==> src/rtl/sysio_tick_pkg.sv <==
package sysio_tick_pkg;
  localparam int DATA_W = 32;
  localparam int MISC_W = 10;
  localparam int LED_W  = 2;

  localparam int OFF_LED    = 'h000;
  localparam int OFF_BTN    = 'h008;
  localparam int OFF_SEC    = 'h010;
  localparam int OFF_CENTI  = 'h014;
  localparam int OFF_CYC    = 'h018;
  localparam int OFF_RELOAD = 'h020;
  localparam int OFF_PRE    = 'h024;
  localparam int OFF_MISC   = 'h04C;

  // bit 2 of the control register is reserved
  localparam logic [MISC_W-1:0] MISC_MASK = 10'h3FB;

  typedef enum logic [3:0] {
    SEL_NONE, SEL_LED, SEL_BTN, SEL_SEC, SEL_CENTI,
    SEL_CYC, SEL_RELOAD, SEL_PRE, SEL_MISC
  } rdSelT;

  typedef struct packed {
    logic  wrLed;
    logic  wrMisc;
    logic  wrSec;
    logic  wrCenti;
    logic  wrCyc;
    logic  wrReload;
    logic  wrPre;
    logic  tickCenti;
    logic  tickSec;
    rdSelT rdSel;
  } strobeT;

  typedef struct packed {
    logic [DATA_W-1:0] sec;
    logic [DATA_W-1:0] centi;
    logic [DATA_W-1:0] cyc;
    logic [DATA_W-1:0] reload;
    logic [DATA_W-1:0] pre;
  } counterT;
endpackage

==> src/rtl/sysio_tick_ctrl.sv <==
module sysio_tick_ctrl
  import sysio_tick_pkg::*;
#(
  parameter int CLK_HZ = 50_000_000,
  parameter int ADDR_W = 12
) (
  input  logic              clk,
  input  logic              rstN,
  input  logic [ADDR_W-1:0] busAddr,
  input  logic              busWe,
  output strobeT            strobe
);
  localparam int CENTI_DIV = CLK_HZ / 100;
  localparam int DIV_W     = $clog2(CENTI_DIV + 1);
  localparam int SEC_STEPS = 100;
  localparam int STEP_W    = $clog2(SEC_STEPS);

  logic [DIV_W-1:0]  centiDiv;
  logic [STEP_W-1:0] secDiv;
  logic              centiWrap;
  logic              secWrap;
  rdSelT             sel;

  assign centiWrap = (centiDiv == DIV_W'(CENTI_DIV - 1));
  assign secWrap   = centiWrap && (secDiv == STEP_W'(SEC_STEPS - 1));

  // the seconds tick is cascaded from the centisecond tick
  always_ff @(posedge clk) begin
    if (!rstN) begin
      centiDiv <= '0;
      secDiv   <= '0;
    end else begin
      centiDiv <= centiWrap ? '0 : centiDiv + DIV_W'(1);
      if (centiWrap) secDiv <= (secDiv == STEP_W'(SEC_STEPS - 1)) ? '0 : secDiv + STEP_W'(1);
    end
  end

  always_comb begin
    case (busAddr)
      ADDR_W'(OFF_LED):    sel = SEL_LED;
      ADDR_W'(OFF_BTN):    sel = SEL_BTN;
      ADDR_W'(OFF_SEC):    sel = SEL_SEC;
      ADDR_W'(OFF_CENTI):  sel = SEL_CENTI;
      ADDR_W'(OFF_CYC):    sel = SEL_CYC;
      ADDR_W'(OFF_RELOAD): sel = SEL_RELOAD;
      ADDR_W'(OFF_PRE):    sel = SEL_PRE;
      ADDR_W'(OFF_MISC):   sel = SEL_MISC;
      default:             sel = SEL_NONE;
    endcase
  end

  always_comb begin
    strobe.rdSel     = sel;
    strobe.wrLed     = busWe && (sel == SEL_LED);
    strobe.wrMisc    = busWe && (sel == SEL_MISC);
    strobe.wrSec     = busWe && (sel == SEL_SEC);
    strobe.wrCenti   = busWe && (sel == SEL_CENTI);
    strobe.wrCyc     = busWe && (sel == SEL_CYC);
    strobe.wrReload  = busWe && (sel == SEL_RELOAD);
    strobe.wrPre     = busWe && (sel == SEL_PRE);
    strobe.tickCenti = centiWrap;
    strobe.tickSec   = secWrap;
  end
endmodule

==> src/rtl/sysio_tick_dp.sv <==
module sysio_tick_dp
  import sysio_tick_pkg::*;
(
  input  logic              clk,
  input  logic              rstN,
  input  strobeT            strobe,
  input  logic [DATA_W-1:0] busWdata,
  input  logic [LED_W-1:0]  btnIn,
  output logic [DATA_W-1:0] busRdata,
  output logic [LED_W-1:0]  ledOut,
  output logic [MISC_W-1:0] miscOut,
  output counterT           counters
);
  logic [LED_W-1:0]  ledReg;
  logic [LED_W-1:0]  btnReg;
  logic [MISC_W-1:0] miscReg;
  counterT           cnt;
  logic              preZero;

  assign preZero = (cnt.pre == '0);

  always_ff @(posedge clk) begin
    if (!rstN) begin
      ledReg  <= '0;
      btnReg  <= '0;
      miscReg <= '0;
      cnt     <= '0;
    end else begin
      btnReg <= btnIn;
      if (strobe.wrLed)  ledReg  <= busWdata[LED_W-1:0];
      if (strobe.wrMisc) miscReg <= busWdata[MISC_W-1:0] & MISC_MASK;

      if (strobe.wrSec)        cnt.sec <= busWdata;
      else if (strobe.tickSec) cnt.sec <= cnt.sec + DATA_W'(1);

      if (strobe.wrCenti)        cnt.centi <= busWdata;
      else if (strobe.tickCenti) cnt.centi <= cnt.centi + DATA_W'(1);

      if (strobe.wrReload) cnt.reload <= busWdata;

      if (strobe.wrPre)  cnt.pre <= busWdata;
      else if (preZero)  cnt.pre <= cnt.reload;
      else               cnt.pre <= cnt.pre - DATA_W'(1);

      if (strobe.wrCyc)  cnt.cyc <= busWdata;
      else if (preZero)  cnt.cyc <= cnt.cyc + DATA_W'(1);
    end
  end

  always_comb begin
    case (strobe.rdSel)
      SEL_LED:    busRdata = DATA_W'(ledReg);
      SEL_BTN:    busRdata = DATA_W'(btnReg);
      SEL_SEC:    busRdata = cnt.sec;
      SEL_CENTI:  busRdata = cnt.centi;
      SEL_CYC:    busRdata = cnt.cyc;
      SEL_RELOAD: busRdata = cnt.reload;
      SEL_PRE:    busRdata = cnt.pre;
      SEL_MISC:   busRdata = DATA_W'(miscReg);
      default:    busRdata = '0;
    endcase
  end

  assign ledOut   = ledReg;
  assign miscOut  = miscReg;
  assign counters = cnt;
endmodule

==> src/rtl/sysio_tick_regs.sv <==
module sysio_tick_regs
  import sysio_tick_pkg::*;
#(
  parameter int CLK_HZ = 50_000_000,
  parameter int ADDR_W = 12
) (
  input  logic              clk,
  input  logic              rstN,
  input  logic [ADDR_W-1:0] busAddr,
  input  logic              busWe,
  input  logic [31:0]       busWdata,
  output logic [31:0]       busRdata,
  input  logic [1:0]        btnIn,
  output logic [1:0]        ledOut,
  output logic [9:0]        miscOut
);
  strobeT  strobe;
  counterT counters;

  sysio_tick_ctrl #(.CLK_HZ(CLK_HZ), .ADDR_W(ADDR_W)) i_ctrl (
    .clk(clk), .rstN(rstN), .busAddr(busAddr), .busWe(busWe), .strobe(strobe)
  );

  sysio_tick_dp i_dp (
    .clk(clk), .rstN(rstN), .strobe(strobe), .busWdata(busWdata), .btnIn(btnIn),
    .busRdata(busRdata), .ledOut(ledOut), .miscOut(miscOut), .counters(counters)
  );
endmodule

==> config.mk <==
export PLATFORM = sky130hd
export DESIGN_NAME = sysio_tick_regs
export DESIGN_NICKNAME = d
export VERILOG_FILES = /design/src/rtl/sysio_tick_pkg.sv /design/src/rtl/sysio_tick_ctrl.sv /design/src/rtl/sysio_tick_dp.sv /design/src/rtl/sysio_tick_regs.sv
export SDC_FILE = /design/constraint.sdc
export NUM_CORES = 1
export LEC_CHECK = 0
export BUFFER_PORTS_ARGS = -buffer_cell sky130_fd_sc_hd__buf_2
export CAP_MARGIN = 40
export CELL_PAD_IN_SITES_DETAIL_PLACEMENT = 0
export CELL_PAD_IN_SITES_GLOBAL_PLACEMENT = 2
export CORE_UTILIZATION = 30
export CTS_BUF_LIST = sky130_fd_sc_hd__clkbuf_16
export DETAILED_ROUTE_END_ITERATION = 10
export MAX_ROUTING_LAYER = met4
export PLACE_DENSITY_LB_ADDON = 0.1
export SYNTH_ARGS = -nofsm -noshare
export SYNTH_HDL_FRONTEND = slang
export SYNTH_SLANG_ARGS = --single-unit
==> constraint.sdc <==
create_clock -name clk -period 3.35 [get_ports clk]
set_input_delay 0.5025 -clock clk [delete_from_list [all_inputs] [get_ports clk]]
set_output_delay 0.5025 -clock clk [all_outputs]
set_load 0.05 [all_outputs]
# == Yosys cells after proc, flatten, opt, wreduce, memory -nomap -nowiden ==
# Cells that the tools add are included.
# totals
romBits,0
in_bits,49
latchBits,0
ramBits,0
mem_count,0
ff_bits,199
# op_classes
shift,0
bitwise,1
n_reduce_logical,14
multipliers,0
n_div,0
magnitude_cmp,0
addsub,6
muxes,11
eq_ne,17
# op_table
operator,count
32-bit two-way mux,8
32-bit one-hot mux with 8 select lines,1
"32-bit by 1-bit adder with 32-bit output, second input constant",3
"12-bit by 5-bit equality test with 1-bit output, second input constant",3
32-bit zero test,1
4-bit one-hot mux with 8 select lines,1
"32-bit by 1-bit subtractor with 32-bit output, second input constant",1
"12-bit by 6-bit equality test with 1-bit output, second input constant",2
"19-bit by 1-bit adder with 19-bit output, second input constant",1
"19-bit equality test, second input constant",1
"4-bit by 3-bit equality test with 1-bit output, second input constant",4
"12-bit by 4-bit equality test with 1-bit output, second input constant",1
"12-bit by 7-bit equality test with 1-bit output, second input constant",1
12-bit zero test,1
"4-bit by 2-bit equality test with 1-bit output, second input constant",2
1-bit logical AND,8
"7-bit by 1-bit adder with 7-bit output, second input constant",1
"7-bit equality test, second input constant",1
7-bit two-way mux,1
2-bit nonzero test,3
"4-bit by 1-bit equality test with 1-bit output, second input constant",1
"4-bit equality test, second input constant",1
2-bit OR reduction,1
1-bit NOT,1

# == Depth between registers and ports, before layout ==
# logic_depth
ltp_word,5
mapped_depth,10
ltp_nobuf,8

# == Modules after synthesis ==
# Synthesis repeated with hierarchy kept, for this count alone.
# hier_totals
hier_cells,1389
area_unflattened_um2,11030.6
# by_module_without_submodules
mod,instances,area_per_inst_um2,cells_each
sysio_tick_dp,1,9514.1,1204
sysio_tick_ctrl,1,1516.5,185

# == Least setup slack after synthesis ==
# No wires, ideal clock.
# synth_path
path_kind,in2out
start,input port busAddr[9]
end,output port busRdata[0]
n_path_buf,3
stages,8
required_ns,2.847
arrival_ns,2.537
setup_slack_ns,0.311
path_cell_list,nor4_1 and3b_1 clkbuf_1 and4_1 clkbuf_1 buf_1 a32oi_1 nand2_1
# synth_via
elab_chain_cells,4
# synth_rtl
item,line_no,rtl
from (decl),sysio_tick_regs.sv:9,"input logic [ADDR_W-1:0] busAddr,"
"12-bit by 7-bit equality test with 1-bit output, or another cell as far along",sysio_tick_ctrl.sv:39,case (busAddr)
4-bit one-hot mux with 8 select lines *,sysio_tick_ctrl.sv:39,
"4-bit equality test, or another cell as far along",sysio_tick_dp.sv:51,case (strobe.rdSel)
32-bit one-hot mux with 8 select lines *,sysio_tick_dp.sv:51,
to (decl),sysio_tick_regs.sv:12,"output logic [31:0] busRdata,"
# Mark *: on every way between the ends. The rest lies on a longest branch, timed or not.

# == Worst setup path in the final report ==
# layout_path
start,input port busAddr[4]
end,output port busRdata[27]
# The elaborated chain is that of the path after synthesis.

==> out/metrics.yaml <==
post-place-cells: 1912
slew_viol_final: 0
rsz0062_at_grt: "false"
ctsLongestPathBuffers: 2
ys_ff_latch: 199
power.leakage_nw: 4.35
floorplan.initialDensity: 0.305
layout.nets: 1526
drive_gt1_frac: 0.128
routed_via_density: 5.53
critical-path-slowest-cell: "sky130_fd_sc_hd__a222oi_1"
yosysWarningCount: 0
total_power_mw: 6.94
crit_family: "compound AO/OA/AOI/OAI gates"
holdBufCountCts: 0
critical-path-max-stage-delay_ns: 0.72
core.rowCount: 69
holdWs_ns: 0.255
pwr_density_cell_mw_per_mm2: 553
drt-wirelength-per-cell_um: 22.9
worstSetupStartpointType: "input port"
ctsHtreeMaxLevel: 4
antenna_violating_nets_remaining: 0
crit_required_ns: 2.85
count_of_final_hold_check_violations: 0
fraction_of_the_mapped_netlist_area_in_compound_gates: 0.207
antenna_found_initial: 1
post_synth_fa_ha_maj_area_fraction: 0.00808
fin_ws_ns: 0.520
cp_common_cell: "sky130_fd_sc_hd__buf_2"
design.portCount: 93
top_reg_cell_synth: "sky130_fd_sc_hd__dfxtp_1"
synth_top_family_by_area: "simple AND/OR/NAND/NOR gates"
post_synth_instance_area_mm2: 0.0108
maxSlewHeadroom: 0.444
first_global_vias: 10319
asyncSetResetFlopFracSynth: 0
cts.root.buffer_cell: "sky130_fd_sc_hd__clkbuf_16"
finalSetupViolations: 0
globalRouteOverflowTotal: 0
xor_and_xnor_fraction_of_the_mapped_netlist_area: 0.108
critPathKind: "input port to primary output"
die_w_um: 192
critical_path.endpoint_type: "primary output"
edff_count_synth: 0
grt_start_max_net_pins: 59
min_period_ns: 2.83
cts_num_sinks: 199
final.fill_count: 3836
antenna_cells_inserted: 0
run_status: "finished, final reports clean"
place_worst_setup_slack_ns: 0.536
fraction_of_synthesized_area_in_multiplexers: 0.00658
numCtsBuffers: 17
detail_route.first_pass.iterations: 7
fp.dieArea_mm2: 0.0369
syn_area_per_cell_um2: 7.76
clk_transition_reported_paths_ns: 0.08
irDropWorstVdd_mv: 0.388
post_cts_buffers: 0
wirelength_mm: 44.4
part_of_the_cycle_the_worst_path_needs: 0.845
timing.critical_path.fanout_max: 31
drc_errors: 0
grt_first_pass_wirelength_mm: 66.8
postSynthNetCount: 1454
fin_tns_setup_ns: 0
worst_max_slew_pin_slew_ns: 0.826
worst_hold_path_type: "input port to register"
detailedRoute.firstIterationViolations: 811
synth-simple-area-share: 0.263
wp_data_arrival_ns: 2.33
max_cap_check_violation_count: 0
synth-seq-area-share: 0.367
clock.fmax_mhz: 353
critical_path.n_buffers_inverters: 3
cts_resizes: 0
crit_chain: "buf_2 -> nor2b_1 -> nand4_1 -> nor2_2 -> buf_12 -> a222oi_1 -> nand2_1 -> buf_2"
clk_latency_ns: 0.45
area_of_the_core_mm2: 0.0356
tritoncts: "yes"
chipHeight_um: 192
final.setup_skew_ns: 0.0146
yosys.cell_types.count: 67
groute.usage.overall: 0.253
stdcell_count: 1939
dpl.hpwl_mm: 32.7
flow.area_growth_from_synthesis_pct: 15.7
placement.io_buffers: 91
postSynthCellCount: 1398
route.vias.total: 10725
gp_congestion: 0.898
cell usage in the layout (no fill, tap or decap), types with 9 or more instances in the layout:
cell type | Yosys | routed
sky130_fd_sc_hd__o22ai_1 | 17 | 17
sky130_fd_sc_hd__o21ai_0 | 108 | 108
sky130_fd_sc_hd__a211oi_1 | 15 | 15
sky130_fd_sc_hd__buf_4 | 1 | 43
sky130_fd_sc_hd__buf_2 | 3 | 90
sky130_fd_sc_hd__nor2_1 | 101 | 98
sky130_fd_sc_hd__xor2_1 | 60 | 60
sky130_fd_sc_hd__inv_1 | 21 | 20
sky130_fd_sc_hd__and3_1 | 19 | 19
sky130_fd_sc_hd__dfxtp_1 | 199 | 199
sky130_fd_sc_hd__nor3_1 | 47 | 46
sky130_fd_sc_hd__a21oi_1 | 132 | 132
sky130_fd_sc_hd__or3_1 | 9 | 9
sky130_fd_sc_hd__clkbuf_16 | 0 | 17
sky130_fd_sc_hd__xnor2_1 | 74 | 74
sky130_fd_sc_hd__a222oi_1 | 37 | 37
sky130_fd_sc_hd__nand3_1 | 62 | 62
sky130_fd_sc_hd__nand2_1 | 216 | 216
sky130_fd_sc_hd__and4_1 | 11 | 11
sky130_fd_sc_hd__a22oi_1 | 23 | 23
sky130_fd_sc_hd__nand4_1 | 45 | 45
sky130_fd_sc_hd__nor4_1 | 11 | 11
synthesized netlist by cell type, drive strengths merged (4+ instances only):
cell type,count,area (µm²)
a211oi,15,113
a21oi,132,661
a222oi,37,370
a22oi,23,173
a31oi,4,25.0
and2,9,56.3
and3,19,119
and4,11,96.3
buf,9,63.8
clkbuf,76,285
dfxtp,199,3980
ha,7,87.6
inv,21,78.8
mux2i,6,60.1
nand2,216,811
nand3,63,320
nand4,46,294
nor2,101,379
nor2b,5,31.3
nor3,51,288
nor4,15,145
nor4b,4,35.0
o21ai,110,551
o221ai,8,70.1
o22ai,17,106
or2,8,50.1
or3,9,56.3
or4,7,60.1
xnor2,74,648
xor2,60,526
per-stage QoR:
step	cell area (µm²)	util
global route	12500	0.353
finish	12500	0.353
floorplan	10800	-
global placement	12000	0.336
detailed placement	12000	0.336
CTS	12500	0.353
cells by family after synthesis:
| kind of cell | Yosys count |
|---|---|
| AND/OR/NAND/NOR | 577 |
| AO/OA/AOI/OAI | 367 |
| flip-flops | 199 |
| XOR/XNOR | 134 |
| buffers and inverters | 106 |
| adder cells (fa/ha/maj) | 7 |
| multiplexers | 7 |
| other | 1 |
final cells by class:
| class | count | area, µm² | area share |
|---|---|---|---|
| clock inverters | 10 | 159 | 0.0127 |
| multi-input cells | 1093 | 6450 | 0.514 |
| clock buffers | 17 | 425 | 0.0339 |
| well taps | 461 | 577 | 0.0460 |
| inverters | 21 | 78.8 | 0.00628 |
| flip-flops and latches | 199 | 3980 | 0.318 |
| repair buffers | 138 | 873 | 0.0696 |
registers in the layout, summed over array words and instances (netlist names):
name	flops
i_dp.miscOut	9
i_ctrl.secDiv	7
i_dp.btnReg	2
i_ctrl.centiDiv	19
i_dp.counters	160
i_dp.ledOut	2
worst paths after layout:
check,startpoint,end,slack [ns],cells after the start
worst min-delay path,btnIn[1],i_dp.btnReg[1],0.26,2
worst max-delay path,busAddr[4],busRdata[27],0.52,8
worst max register to register,i_ctrl.centiDiv[0],i_dp.counters[156],0.55,8
worst min register to register,i_dp.counters[42],i_dp.counters[42],0.47,2
per-layer routing:
layer / global-route usage / wire length, µm / up-vias
met1: 0.304 / 19200 / 5148
met2: 0.417 / 21700 / 287
li1: - / - / 5215
met5: - / 0 / -
met4: 0.114 / 1960 / 0
met3: 0.0354 / 1600 / 75
power by group:
part	total, mW	internal (mW)	switching [mW]
Combinational	2.06	0.790	1.27
Sequential	2.70	2.50	0.203
Clock	2.18	1.23	0.957
Power figures use the tool's default switching activity.
